==> config.mk <==
export PLATFORM = sky130hd
export DESIGN_NAME = pxb_top
export DESIGN_NICKNAME = d
export VERILOG_FILES = /design/src/rtl/pxb_pkg.sv /design/src/rtl/pxb_match.sv /design/src/rtl/pxb_prio.sv /design/src/rtl/pxb_victim.sv /design/src/rtl/pxb_top.sv
export SDC_FILE = /design/constraint.sdc
export NUM_CORES = 1
export LEC_CHECK = 0
export ABC_AREA = 1
export BUFFER_PORTS_ARGS = -buffer_cell sky130_fd_sc_hd__clkbuf_2
export CAP_MARGIN = 0
export CORE_ASPECT_RATIO = 1.5
export CORE_MARGIN = 3
export CORE_UTILIZATION = 52
export CTS_BUF_LIST = sky130_fd_sc_hd__clkbuf_4 sky130_fd_sc_hd__clkbuf_8 sky130_fd_sc_hd__clkbuf_16
export DETAILED_ROUTE_END_ITERATION = 6
export MAX_ROUTING_LAYER = met4
export PLACE_DENSITY = 0.73
export SLEW_MARGIN = 0
export SYNTH_ARGS = -nofsm -noshare
export SYNTH_HDL_FRONTEND = slang
export SYNTH_SLANG_ARGS = --single-unit
==> constraint.sdc <==
create_clock -name clk -period 6.67 [get_ports clk]
set_input_delay 0.667 -clock clk [delete_from_list [all_inputs] [get_ports clk]]
set_output_delay 0.667 -clock clk [all_outputs]
set_load 0.1 [all_outputs]
==> src/rtl/pxb_pkg.sv <==
package pxb_pkg;
    localparam int NUM_ENT   = 8;
    localparam int LA_W      = 32;
    localparam int PAGE_BITS = 11;
    localparam int PID_W     = 8;
    localparam int PERM_W    = 3;
    localparam int VPN_W     = LA_W - PAGE_BITS;
    localparam int FRAME_W   = LA_W - PAGE_BITS;
    localparam int IDX_W     = (NUM_ENT > 1) ? $clog2(NUM_ENT) : 1;

    typedef struct packed {
        logic               vld;
        logic [VPN_W-1:0]   vpn;
        logic [PID_W-1:0]   pid;
        logic [FRAME_W-1:0] frame;
        logic [PERM_W-1:0]  perm;
    } pxb_ent_t;
endpackage

==> src/rtl/pxb_match.sv <==
module pxb_match
    import pxb_pkg::*;
#(
    parameter int N = NUM_ENT
) (
    input  pxb_ent_t         ents [N],
    input  logic [VPN_W-1:0] vpn,
    input  logic [PID_W-1:0] pid,
    output logic [N-1:0]     hit_vec
);
    for (genvar g = 0; g < N; g++) begin : g_cmp
        logic tag_ok;
        assign tag_ok = (ents[g].pid == pid) || (ents[g].pid == '0) || (pid == '0);
        assign hit_vec[g] = ents[g].vld && (ents[g].vpn == vpn) && tag_ok;
    end
endmodule

==> src/rtl/pxb_prio.sv <==
module pxb_prio
    import pxb_pkg::*;
#(
    parameter int N = NUM_ENT,
    localparam int IW = (N > 1) ? $clog2(N) : 1
) (
    input  logic [N-1:0]  req,
    output logic          found,
    output logic [IW-1:0] idx
);
    always_comb begin
        found = 1'b0;
        idx   = '0;
        for (int i = N - 1; i >= 0; i--) begin
            if (req[i]) begin
                found = 1'b1;
                idx   = IW'(i);
            end
        end
    end
endmodule

==> src/rtl/pxb_victim.sv <==
module pxb_victim
    import pxb_pkg::*;
#(
    parameter int N = NUM_ENT,
    localparam int IW = (N > 1) ? $clog2(N) : 1
) (
    input  logic          clk,
    input  logic          rst_n,
    input  logic [N-1:0]  valid_vec,
    input  logic          fill_go,
    output logic [IW-1:0] vic_idx
);
    typedef struct packed {
        logic [IW-1:0] rr;
    } vic_st_t;

    vic_st_t st_d, st_q;
    logic          free_found;
    logic [IW-1:0] free_idx;

    pxb_prio #(.N(N)) u_free (
        .req   (~valid_vec),
        .found (free_found),
        .idx   (free_idx)
    );

    always_comb begin
        st_d    = st_q;
        vic_idx = free_found ? free_idx : st_q.rr;
        if (fill_go && !free_found) begin
            if (st_q.rr == IW'(N - 1)) st_d.rr = '0;
            else                       st_d.rr = st_q.rr + 1'b1;
        end
    end

    always_ff @(posedge clk) begin
        if (!rst_n) st_q <= '0;
        else        st_q <= st_d;
    end


    vic_free_chk: assert property (@(posedge clk) disable iff (!rst_n)
        (fill_go && !(&valid_vec)) |-> !valid_vec[vic_idx]);
endmodule

==> src/rtl/pxb_top.sv <==
module pxb_top
    import pxb_pkg::*;
#(
    parameter int N = NUM_ENT
) (
    input  logic                clk,
    input  logic                rst_n,
    input  logic                lk_valid,
    input  logic [LA_W-1:0]     lk_vaddr,
    input  logic [PID_W-1:0]    lk_pid,
    input  logic [PERM_W-1:0]   lk_acc,
    input  logic                fill_valid,
    input  logic [VPN_W-1:0]    fill_vpn,
    input  logic [PID_W-1:0]    fill_pid,
    input  logic [FRAME_W-1:0]  fill_frame,
    input  logic [PERM_W-1:0]   fill_perm,
    input  logic                flush,
    output logic                rsp_valid,
    output logic                rsp_hit,
    output logic                rsp_miss,
    output logic                rsp_fault,
    output logic [LA_W-1:0]     rsp_paddr
);
    localparam int IW = (N > 1) ? $clog2(N) : 1;

    typedef struct {
        pxb_ent_t        ent [N];
        logic            rv;
        logic            hit;
        logic            miss;
        logic            fault;
        logic [LA_W-1:0] pa;
    } top_st_t;

    top_st_t st_d, st_q;

    logic [VPN_W-1:0]     req_vpn;
    logic [PAGE_BITS-1:0] req_off;
    logic [N-1:0]         hit_vec;
    logic [N-1:0]         valid_vec;
    logic                 any_hit;
    logic [IW-1:0]        hit_idx;
    logic [IW-1:0]        vic_idx;
    logic                 fill_go;
    pxb_ent_t             sel;

    assign req_vpn = lk_vaddr[LA_W-1:PAGE_BITS];
    assign req_off = lk_vaddr[PAGE_BITS-1:0];
    assign fill_go = fill_valid && !flush;

    for (genvar g = 0; g < N; g++) begin : g_vld
        assign valid_vec[g] = st_q.ent[g].vld;
    end

    pxb_match #(.N(N)) u_match (
        .ents    (st_q.ent),
        .vpn     (req_vpn),
        .pid     (lk_pid),
        .hit_vec (hit_vec)
    );

    pxb_prio #(.N(N)) u_sel (
        .req   (hit_vec),
        .found (any_hit),
        .idx   (hit_idx)
    );

    pxb_victim #(.N(N)) u_vic (
        .clk       (clk),
        .rst_n     (rst_n),
        .valid_vec (valid_vec),
        .fill_go   (fill_go),
        .vic_idx   (vic_idx)
    );

    assign sel = st_q.ent[hit_idx];

    always_comb begin
        st_d       = st_q;
        st_d.rv    = lk_valid;
        st_d.hit   = lk_valid && any_hit;
        st_d.miss  = lk_valid && !any_hit;
        st_d.fault = lk_valid && any_hit && ((lk_acc & ~sel.perm) != '0);
        st_d.pa    = (lk_valid && any_hit) ? {sel.frame, req_off} : '0;
        if (flush) begin
            for (int i = 0; i < N; i++) st_d.ent[i].vld = 1'b0;
        end else if (fill_valid) begin
            st_d.ent[vic_idx].vld   = 1'b1;
            st_d.ent[vic_idx].vpn   = fill_vpn;
            st_d.ent[vic_idx].pid   = fill_pid;
            st_d.ent[vic_idx].frame = fill_frame;
            st_d.ent[vic_idx].perm  = fill_perm;
        end
    end

    always_ff @(posedge clk) begin
        if (!rst_n) begin
            for (int i = 0; i < N; i++) st_q.ent[i] <= '0;
            st_q.rv    <= 1'b0;
            st_q.hit   <= 1'b0;
            st_q.miss  <= 1'b0;
            st_q.fault <= 1'b0;
            st_q.pa    <= '0;
        end else begin
            st_q <= st_d;
        end
    end

    assign rsp_valid = st_q.rv;
    assign rsp_hit   = st_q.hit;
    assign rsp_miss  = st_q.miss;
    assign rsp_fault = st_q.fault;
    assign rsp_paddr = st_q.pa;


    rsp_lat_chk: assert property (@(posedge clk) disable iff (!rst_n)
        lk_valid |=> rsp_valid);

    rsp_quiet_chk: assert property (@(posedge clk) disable iff (!rst_n)
        !lk_valid |=> (!rsp_valid && !rsp_hit && !rsp_miss && !rsp_fault));

    rsp_excl_chk: assert property (@(posedge clk) disable iff (!rst_n)
        rsp_valid |-> (rsp_hit ^ rsp_miss));

    fault_hit_chk: assert property (@(posedge clk) disable iff (!rst_n)
        rsp_fault |-> rsp_hit);

    miss_pa_chk: assert property (@(posedge clk) disable iff (!rst_n)
        rsp_miss |-> (rsp_paddr == '0));

    offset_chk: assert property (@(posedge clk) disable iff (!rst_n)
        lk_valid |=> (!rsp_hit || rsp_paddr[PAGE_BITS-1:0] == $past(lk_vaddr[PAGE_BITS-1:0])));

    flush_chk: assert property (@(posedge clk) disable iff (!rst_n)
        flush |=> (valid_vec == '0));
endmodule

==> run summary, run 1 <==
## Outcome
- outcome: finished clean

## Floorplanning
- row count: 93
- Die X-Extent: 177.6 um
- Total Die Area: 46,790 um^2
- I/O pins: 137
- Starting Density: 0.5308
- floorplan core area: 43,290 um^2
- overall die height: 263.4 um

## Timing
- worst slack on hold paths: 0.2909 ns
- f_max: 239.8 MHz
- worst max-slew margin expressed relative to the limit: 0.2343
- transition time at the pin with the least slew margin: 1.147 ns
- final setup TNS: 0 ns
- final setup skew: 0.02659 ns
- Fin. Hold Viols: 0
- unrepaired setup endpoints after global routing: no
- final setup slack of the worst path: 2.500 ns
- final slew viol count: 0
- final critical-path share of the clock period: 0.6251
- number of setup violations in the final report: 0
- shortest clock period the worst path allows after layout: 4.170 ns

## Finish
- finished layout cell area: 24,990 um^2
- ratio of cells with drive above 1 in the final layout: 0.08872
- most common cell after layout, fill and taps aside: sky130_fd_sc_hd__nand2_1
- post-route non-filler standard cell count: 3,941
- top library cells by usage in the layout, fill and taps aside: sky130_fd_sc_hd__nand2_1, sky130_fd_sc_hd__a21oi_1, sky130_fd_sc_hd__o21ai_0
- number of nets at the end of the flow: 3,437
- Filler Cells Inserted: 4,062
- layout overhead on the synthesized area: 8.757%
- post-route core utilization: 0.5773

## Yosys
- ys flop type: sky130_fd_sc_hd__dfxtp_1
- share of flip-flops with an asynchronous set or reset after synthesis: 0
- area share of the largest cell type after synthesis: 0.4104
- number of synthesized register bits: 471
- portion of the post-synthesis area used by sequential elements: 0.4104
- warnings from Yosys: 0
- Cell Area, Synth: 22,980 um^2
- post-synthesis average cell area: 6.830 um^2
- Post-synth EDFFs: 0
- ranking of synthesized cells by area: sky130_fd_sc_hd__dfxtp_1, sky130_fd_sc_hd__a21oi_1, sky130_fd_sc_hd__o21ai_0
- gate count of the mapped netlist: 3,364
- leading area contributor after synthesis: sky130_fd_sc_hd__dfxtp_1
- nets in the synthesized netlist: 3,467
- number of distinct library cell variants in the gate-level netlist after synthesis: 44

## Drt
- post-DR wirelength/cell: 23.41 um
- number of search-and-repair iterations in the first detailed-routing pass: 6
- DRC violation total after the first TritonRoute iteration: 2,132
- count of unresolved DRC violations after routing: 0
- remaining antenna violation count: 0
- routed vias: 22,990
- Routed WL: 92.26 mm
- post-DR vias/cell: 5.833

## Clocking
- worst skew pair latency: 0.59 ns
- CTS Buffer Depth: 3
- H-tree depth: 2
- number of buffers created by CTS: 46
- TritonCTS clock tree: built
- Clock Sinks: 471
- cts repair resizes: 0
- clock slew at the register clock pins of the worst setup and hold paths: 0.06 ns
- Post-CTS Setup Repair Bufs: 0
- cts-stage hold buffer count: 0
- CTS Root Cell: sky130_fd_sc_hd__clkbuf_16

## Placed design
- Placement Setup Slack: 2.048 ns
- cell count after placement: 3,856
- Final HPWL DP: 67.36 mm
- post-place instance area: 23,390 um^2
- Port-buffer cells: 136
- last weighted congestion value of the routability-driven placer: 1.074

## Job
- number of violations of the max-capacitance limit: 0

## Global routing
- vias in the first global route: 21,590
- antenna violations before repair: 0
- first-pass GRT wire length: 134.5 mm
- global-route usage over all layers: 0.3937
- Overflow after GRT: 0
- pin count of the biggest net entering global routing: 214

## Power
- sw power: 1.581 mW
- combinational cell fraction of total power: 0.085
- total power: 6.148 mW
- Worst VDD drop: 0.2413 mV
- cell internal pwr: 4.567 mW
- standby leakage power: 9.780 nW
- power density over cell area: 246.0 nW/um^2
- clock network fraction of total power: 0.450
- register share of total power: 0.465
- switch share: 0.2572

## Worst setup path
- endpoint kind of the worst setup timing path: flip-flop
- Critical Path Source Type: flip-flop
- critical path fanouts, max: 55
- critical path data arrival time: 4.66 ns
- required time at the worst-slack endpoint: 7.16 ns
- kind of critical path: reg -> reg

## Hold path
- classification of the worst-slack hold path: in -> reg

==> state kept, by name (all words and copies together), names as in the netlist <==
register	cells
rsp_fault	1
rsp_hit	1
rsp_miss	1
rsp_valid	1
u_vic.st_q	3
st_q	432
rsp_paddr	32
==> cells by family (layout without fill, tap and decap cells) <==
kind of cell             count (synthesis)  after routing  share of synthesized area
buffers and inverters                  750            756                     0.1371
adder cells (fa/ha/maj)                  2              2                   0.001089
AO/OA/AOI/OAI                         1098           1098                     0.2436
XOR/XNOR                                47             47                    0.01792
flip-flops                             471            471                     0.4104
other                                    0              1                          0
AND/OR/NAND/NOR                        996            996                     0.1899
==> cell usage after synthesis, types with 6 or more instances <==
library cell	number
sky130_fd_sc_hd__nand2_1	533
sky130_fd_sc_hd__a21oi_1	517
sky130_fd_sc_hd__o21ai_0	513
sky130_fd_sc_hd__inv_1	483
sky130_fd_sc_hd__dfxtp_1	471
sky130_fd_sc_hd__nor2_1	178
sky130_fd_sc_hd__clkbuf_1	126
sky130_fd_sc_hd__nand3_1	106
sky130_fd_sc_hd__nand4_1	68
sky130_fd_sc_hd__buf_4	59
sky130_fd_sc_hd__nor3_1	40
sky130_fd_sc_hd__buf_2	38
sky130_fd_sc_hd__inv_2	28
sky130_fd_sc_hd__o21ai_1	27
sky130_fd_sc_hd__xor2_1	26
sky130_fd_sc_hd__nor4_1	23
sky130_fd_sc_hd__xnor2_1	21
sky130_fd_sc_hd__o211ai_1	16
sky130_fd_sc_hd__and3_1	14
sky130_fd_sc_hd__a31oi_1	7
sky130_fd_sc_hd__inv_4	7
sky130_fd_sc_hd__nor3b_1	7
sky130_fd_sc_hd__buf_6	6
==> worst paths after layout <==
| kind | end | cells after the start | start | slack [ns] |
|---|---|---|---|---|
| max | st_q[215] | 11 | st_q[89] | 2.50 |
| min | rsp_paddr[7] | 3 | lk_vaddr[7] | 0.29 |
| max reg2reg | st_q[215] | 11 | st_q[89] | 2.50 |
| min reg2reg | st_q[268] | 2 | st_q[268] | 0.44 |
==> per-layer routing <==
layer	GRT usage	wire [um]	up-vias
met5	-	0	-
met4	0.3142	9498	0
met3	0.05022	5524	352
met2	0.6680	45810	1028
met1	0.4036	31420	10700
li1	-	-	10910
==> cell type report <==
cell class	instances	area, um^2	area share
antenna	1	2.502	0.0001001
clock buffer	64	1360	0.05443
clock inverter	20	237.7	0.009514
inverter	519	1967	0.07871
multi-input combinational	2143	10460	0.4186
sequential	471	9429	0.3773
tap	570	713.2	0.02854
timing repair buffer	153	818.3	0.03275
==> worst max-delay path, stage by stage (launching register included) <==
cell	delay (ns)
sky130_fd_sc_hd__dfxtp_1	0.74
sky130_fd_sc_hd__nand2_1	0.17
sky130_fd_sc_hd__nor3_1	0.30
sky130_fd_sc_hd__inv_1	0.07
sky130_fd_sc_hd__nor2_1	0.18
sky130_fd_sc_hd__inv_2	0.07
sky130_fd_sc_hd__o21ai_2	0.46
sky130_fd_sc_hd__inv_1	0.32
sky130_fd_sc_hd__nand3_4	0.70
sky130_fd_sc_hd__buf_4	0.61
sky130_fd_sc_hd__o21ai_0	0.21
sky130_fd_sc_hd__a21oi_1	0.22
==> power by group through the flow <==
stage	clock [mW]	sequential [mW]	combinational, mW
floorplan	0	2.92	0.293
finish	2.77	2.86	0.522
detailed placement	0	2.92	0.507
global route	2.88	2.86	0.559
CTS	2.78	2.86	0.509
global placement	0	2.92	0.501
Note: power is estimated with default switching activity, not from simulation.
==> inputs of run 2 (changes only) <==
clock period = 4.3 ns   (was 6.67 ns; I/O delays follow)
==> run summary, run 2 (synthesis gave the netlist of run 1 again) <==
## Finish
- post-route core utilization: 0.5843, was 0.5773
- top library cells by usage in the layout, fill and taps aside: sky130_fd_sc_hd__nand2_1, sky130_fd_sc_hd__a21oi_1, sky130_fd_sc_hd__o21ai_0, unchanged
- layout overhead on the synthesized area: 10.09%, was 8.757%
- most flop-heavy register: st_q, unchanged
- number of nets at the end of the flow: 3,463, was 3,437
- ratio of cells with drive above 1 in the final layout: 0.09410, was 0.08872
- most common cell after layout, fill and taps aside: sky130_fd_sc_hd__nand2_1, unchanged
- flip-flop count of the largest register after layout: 432, unchanged

## Global routing
- pin count of the biggest net entering global routing: 161, was 214
- Overflow after GRT: 0, unchanged
- global-route usage over all layers: 0.4023, was 0.3937
- vias in the first global route: 21,840, was 21,590
- first-pass GRT wire length: 137.4 mm, was 134.5 mm
- antenna violations before repair: 4, was 0

## Timing
- final setup TNS: 0 ns, unchanged
- shortest clock period the worst path allows after layout: 3.353 ns, was 4.170 ns
- final critical-path share of the clock period: 0.7798, was 0.6251
- Fin. Hold Viols: 0, unchanged
- final slew viol count: 0, unchanged
- f_max: 298.2 MHz, was 239.8 MHz
- worst max-slew margin expressed relative to the limit: 0.2506, was 0.2343
- transition time at the pin with the least slew margin: 1.124 ns, was 1.147 ns
- final setup skew: 0.01182 ns, was 0.02659 ns
- unrepaired setup endpoints after global routing: no, unchanged
- number of setup violations in the final report: 0, unchanged

## Drt
- remaining antenna violation count: 0, unchanged
- DRC violation total after the first TritonRoute iteration: 2,065, was 2,132
- number of search-and-repair iterations in the first detailed-routing pass: 5, was 6
- post-DR vias/cell: 5.813, was 5.833
- count of unresolved DRC violations after routing: 0, unchanged
- Routed WL: 93.65 mm, was 92.26 mm
- post-DR wirelength/cell: 23.62 um, was 23.41 um
- routed vias: 23,040, was 22,990

## Clocking
- number of buffers created by CTS: 46, unchanged
- H-tree depth: 2, unchanged
- CTS Buffer Depth: 3, unchanged
- TritonCTS clock tree: built, unchanged
- clock slew at the register clock pins of the worst setup and hold paths: 0.07 ns, was 0.06 ns
- cts repair resizes: 0, unchanged
- Clock Sinks: 471, unchanged
- worst skew pair latency: 0.59 ns, about the same
- Post-CTS Setup Repair Bufs: 0, unchanged
- cts-stage hold buffer count: 0, unchanged
- CTS Root Cell: sky130_fd_sc_hd__clkbuf_16, unchanged

## Floorplanning
- Die X-Extent: 177.6 um, unchanged
- row count: 93, unchanged
- floorplan core area: 43,290 um^2, unchanged
- overall die height: 263.4 um, unchanged
- Total Die Area: 46,790 um^2, unchanged
- I/O pins: 137, unchanged
- Starting Density: 0.5308, unchanged

## Worst setup path
- critical path fanouts, max: 23, was 55
- kind of critical path: reg -> reg, unchanged
- endpoint kind of the worst setup timing path: flip-flop, unchanged
- critical path data arrival time: 3.86 ns, was 4.66 ns
- maximum single-stage delay on the critical path: 0.58 ns, was 0.74 ns
- sequence of cells on the critical path: inv_1 -> nor4_1 -> nand4_1 -> nor2_1 -> nand4_4 -> nand2_1 -> nor2_1 -> nand2_1 -> nand2_1 -> inv_1 -> buf_12 -> nand2_1 -> a31oi_1, was nand2_1 -> nor3_1 -> inv_1 -> nor2_1 -> inv_2 -> o21ai_2 -> inv_1 -> nand3_4 -> buf_4 -> o21ai_0 -> a21oi_1
- Critical Path Source Type: flip-flop, unchanged
- cell repeated most along the worst path: sky130_fd_sc_hd__nand2_1, was sky130_fd_sc_hd__inv_1
- required time at the worst-slack endpoint: 4.80 ns, was 7.16 ns
- Critical path buffers and inverters: 3, was 4
- Worst path top cell family by delay: simple AND/OR/NAND/NOR gates, unchanged
- Slowest-stage cell, CP: sky130_fd_sc_hd__nor4_1, was sky130_fd_sc_hd__dfxtp_1

## Placed design
- Port-buffer cells: 136, unchanged
- Final HPWL DP: 68.84 mm, was 67.36 mm
- last weighted congestion value of the routability-driven placer: 1.114, was 1.074

## Job
- number of violations of the max-capacitance limit: 0, unchanged

## Power
- power density over cell area: 374.8 nW/um^2, was 246.0 nW/um^2
- Worst VDD drop: 0.3130 mV, was 0.2413 mV
- standby leakage power: 9.944 nW, was 9.780 nW

## Outcome
- outcome: finished clean, unchanged

## Hold path
- classification of the worst-slack hold path: in -> reg, unchanged

run 2: cell types whose count changed in the layout (fill, tap and decap cells not counted), moves of 3 or more:
| cell | before | now |
|---|---|---|
| sky130_fd_sc_hd__buf_4 | 17 | 32 |
| sky130_fd_sc_hd__buf_12 | 0 | 11 |
| sky130_fd_sc_hd__clkinv_2 | 11 | 4 |
| sky130_fd_sc_hd__diode_2 | 1 | 4 |
run 2: per-layer routing:
metal / global-route usage / wire [um] / vias up
li1: - / - / 10960
met2: 0.6716 / 46240 / 1038
met4: 0.3253 / 9609 / 0
met5: - / 0 / -
met1: 0.4174 / 32050 / 10680
met3: 0.05570 / 5747 / 362
run 2: final cells by class:
type / instances / area [um^2]
Antenna cell: 4 / 10.01
Clock buffer: 68 / 1403
Clock inverter: 10 / 160.2
Fill cell: 4109 / 17990
Inverter: 519 / 1967
Multi-Input combinational cell: 2143 / 10460
Sequential cell: 471 / 9429
Tap cell: 570 / 713.2
Timing Repair Buffer: 179 / 1151
run 2: final timing paths:
path | startpoint | to | slack, ns | depth (start not counted)
hold reg to reg | st_q[269] | st_q[269] | 0.44 | 2
setup reg to reg | st_q[467] | rsp_paddr[27] | 0.95 | 13
hold / removal | lk_vaddr[0] | rsp_paddr[0] | 0.04 | 3
setup / recovery | st_q[467] | rsp_paddr[27] | 0.95 | 13
run 2: power breakdown:
group          internal [mW]  switching, mW
clock                   2.39           1.82
combinational          0.213          0.615
sequential              4.41         0.0263
run 2: worst register-to-register path, stage by stage (launching register included):
cell and delay (ns):
sky130_fd_sc_hd__dfxtp_1 0.35, sky130_fd_sc_hd__inv_1 0.21, sky130_fd_sc_hd__nor4_1 0.59, sky130_fd_sc_hd__nand4_1 0.21
sky130_fd_sc_hd__nor2_1 0.31, sky130_fd_sc_hd__nand4_4 0.25, sky130_fd_sc_hd__nand2_1 0.13, sky130_fd_sc_hd__nor2_1 0.07
sky130_fd_sc_hd__nand2_1 0.20, sky130_fd_sc_hd__nand2_1 0.29, sky130_fd_sc_hd__inv_1 0.20, sky130_fd_sc_hd__buf_12 0.20
sky130_fd_sc_hd__nand2_1 0.11, sky130_fd_sc_hd__a31oi_1 0.16
run 2: through the flow:
step | cells | hold WS, ns | total power [mW] | setup slack [ns] | cell area, um^2
2_1_floorplan | 3364 | 0.4205 | 4.990 | 1.928 | 22980
3_3_place_gp | 3882 | 0.4298 | 5.324 | 0.7464 | 23720
3_5_place_dp | 3882 | 0.4331 | 5.333 | 0.6747 | 23720
4_1_cts | 3960 | 0.03183 | 9.464 | 0.9953 | 25280
5_1_grt | 3963 | 0.03133 | 9.726 | 0.6968 | 25290
6_report | 3964 | 0.03588 | 9.479 | 0.9469 | 25290
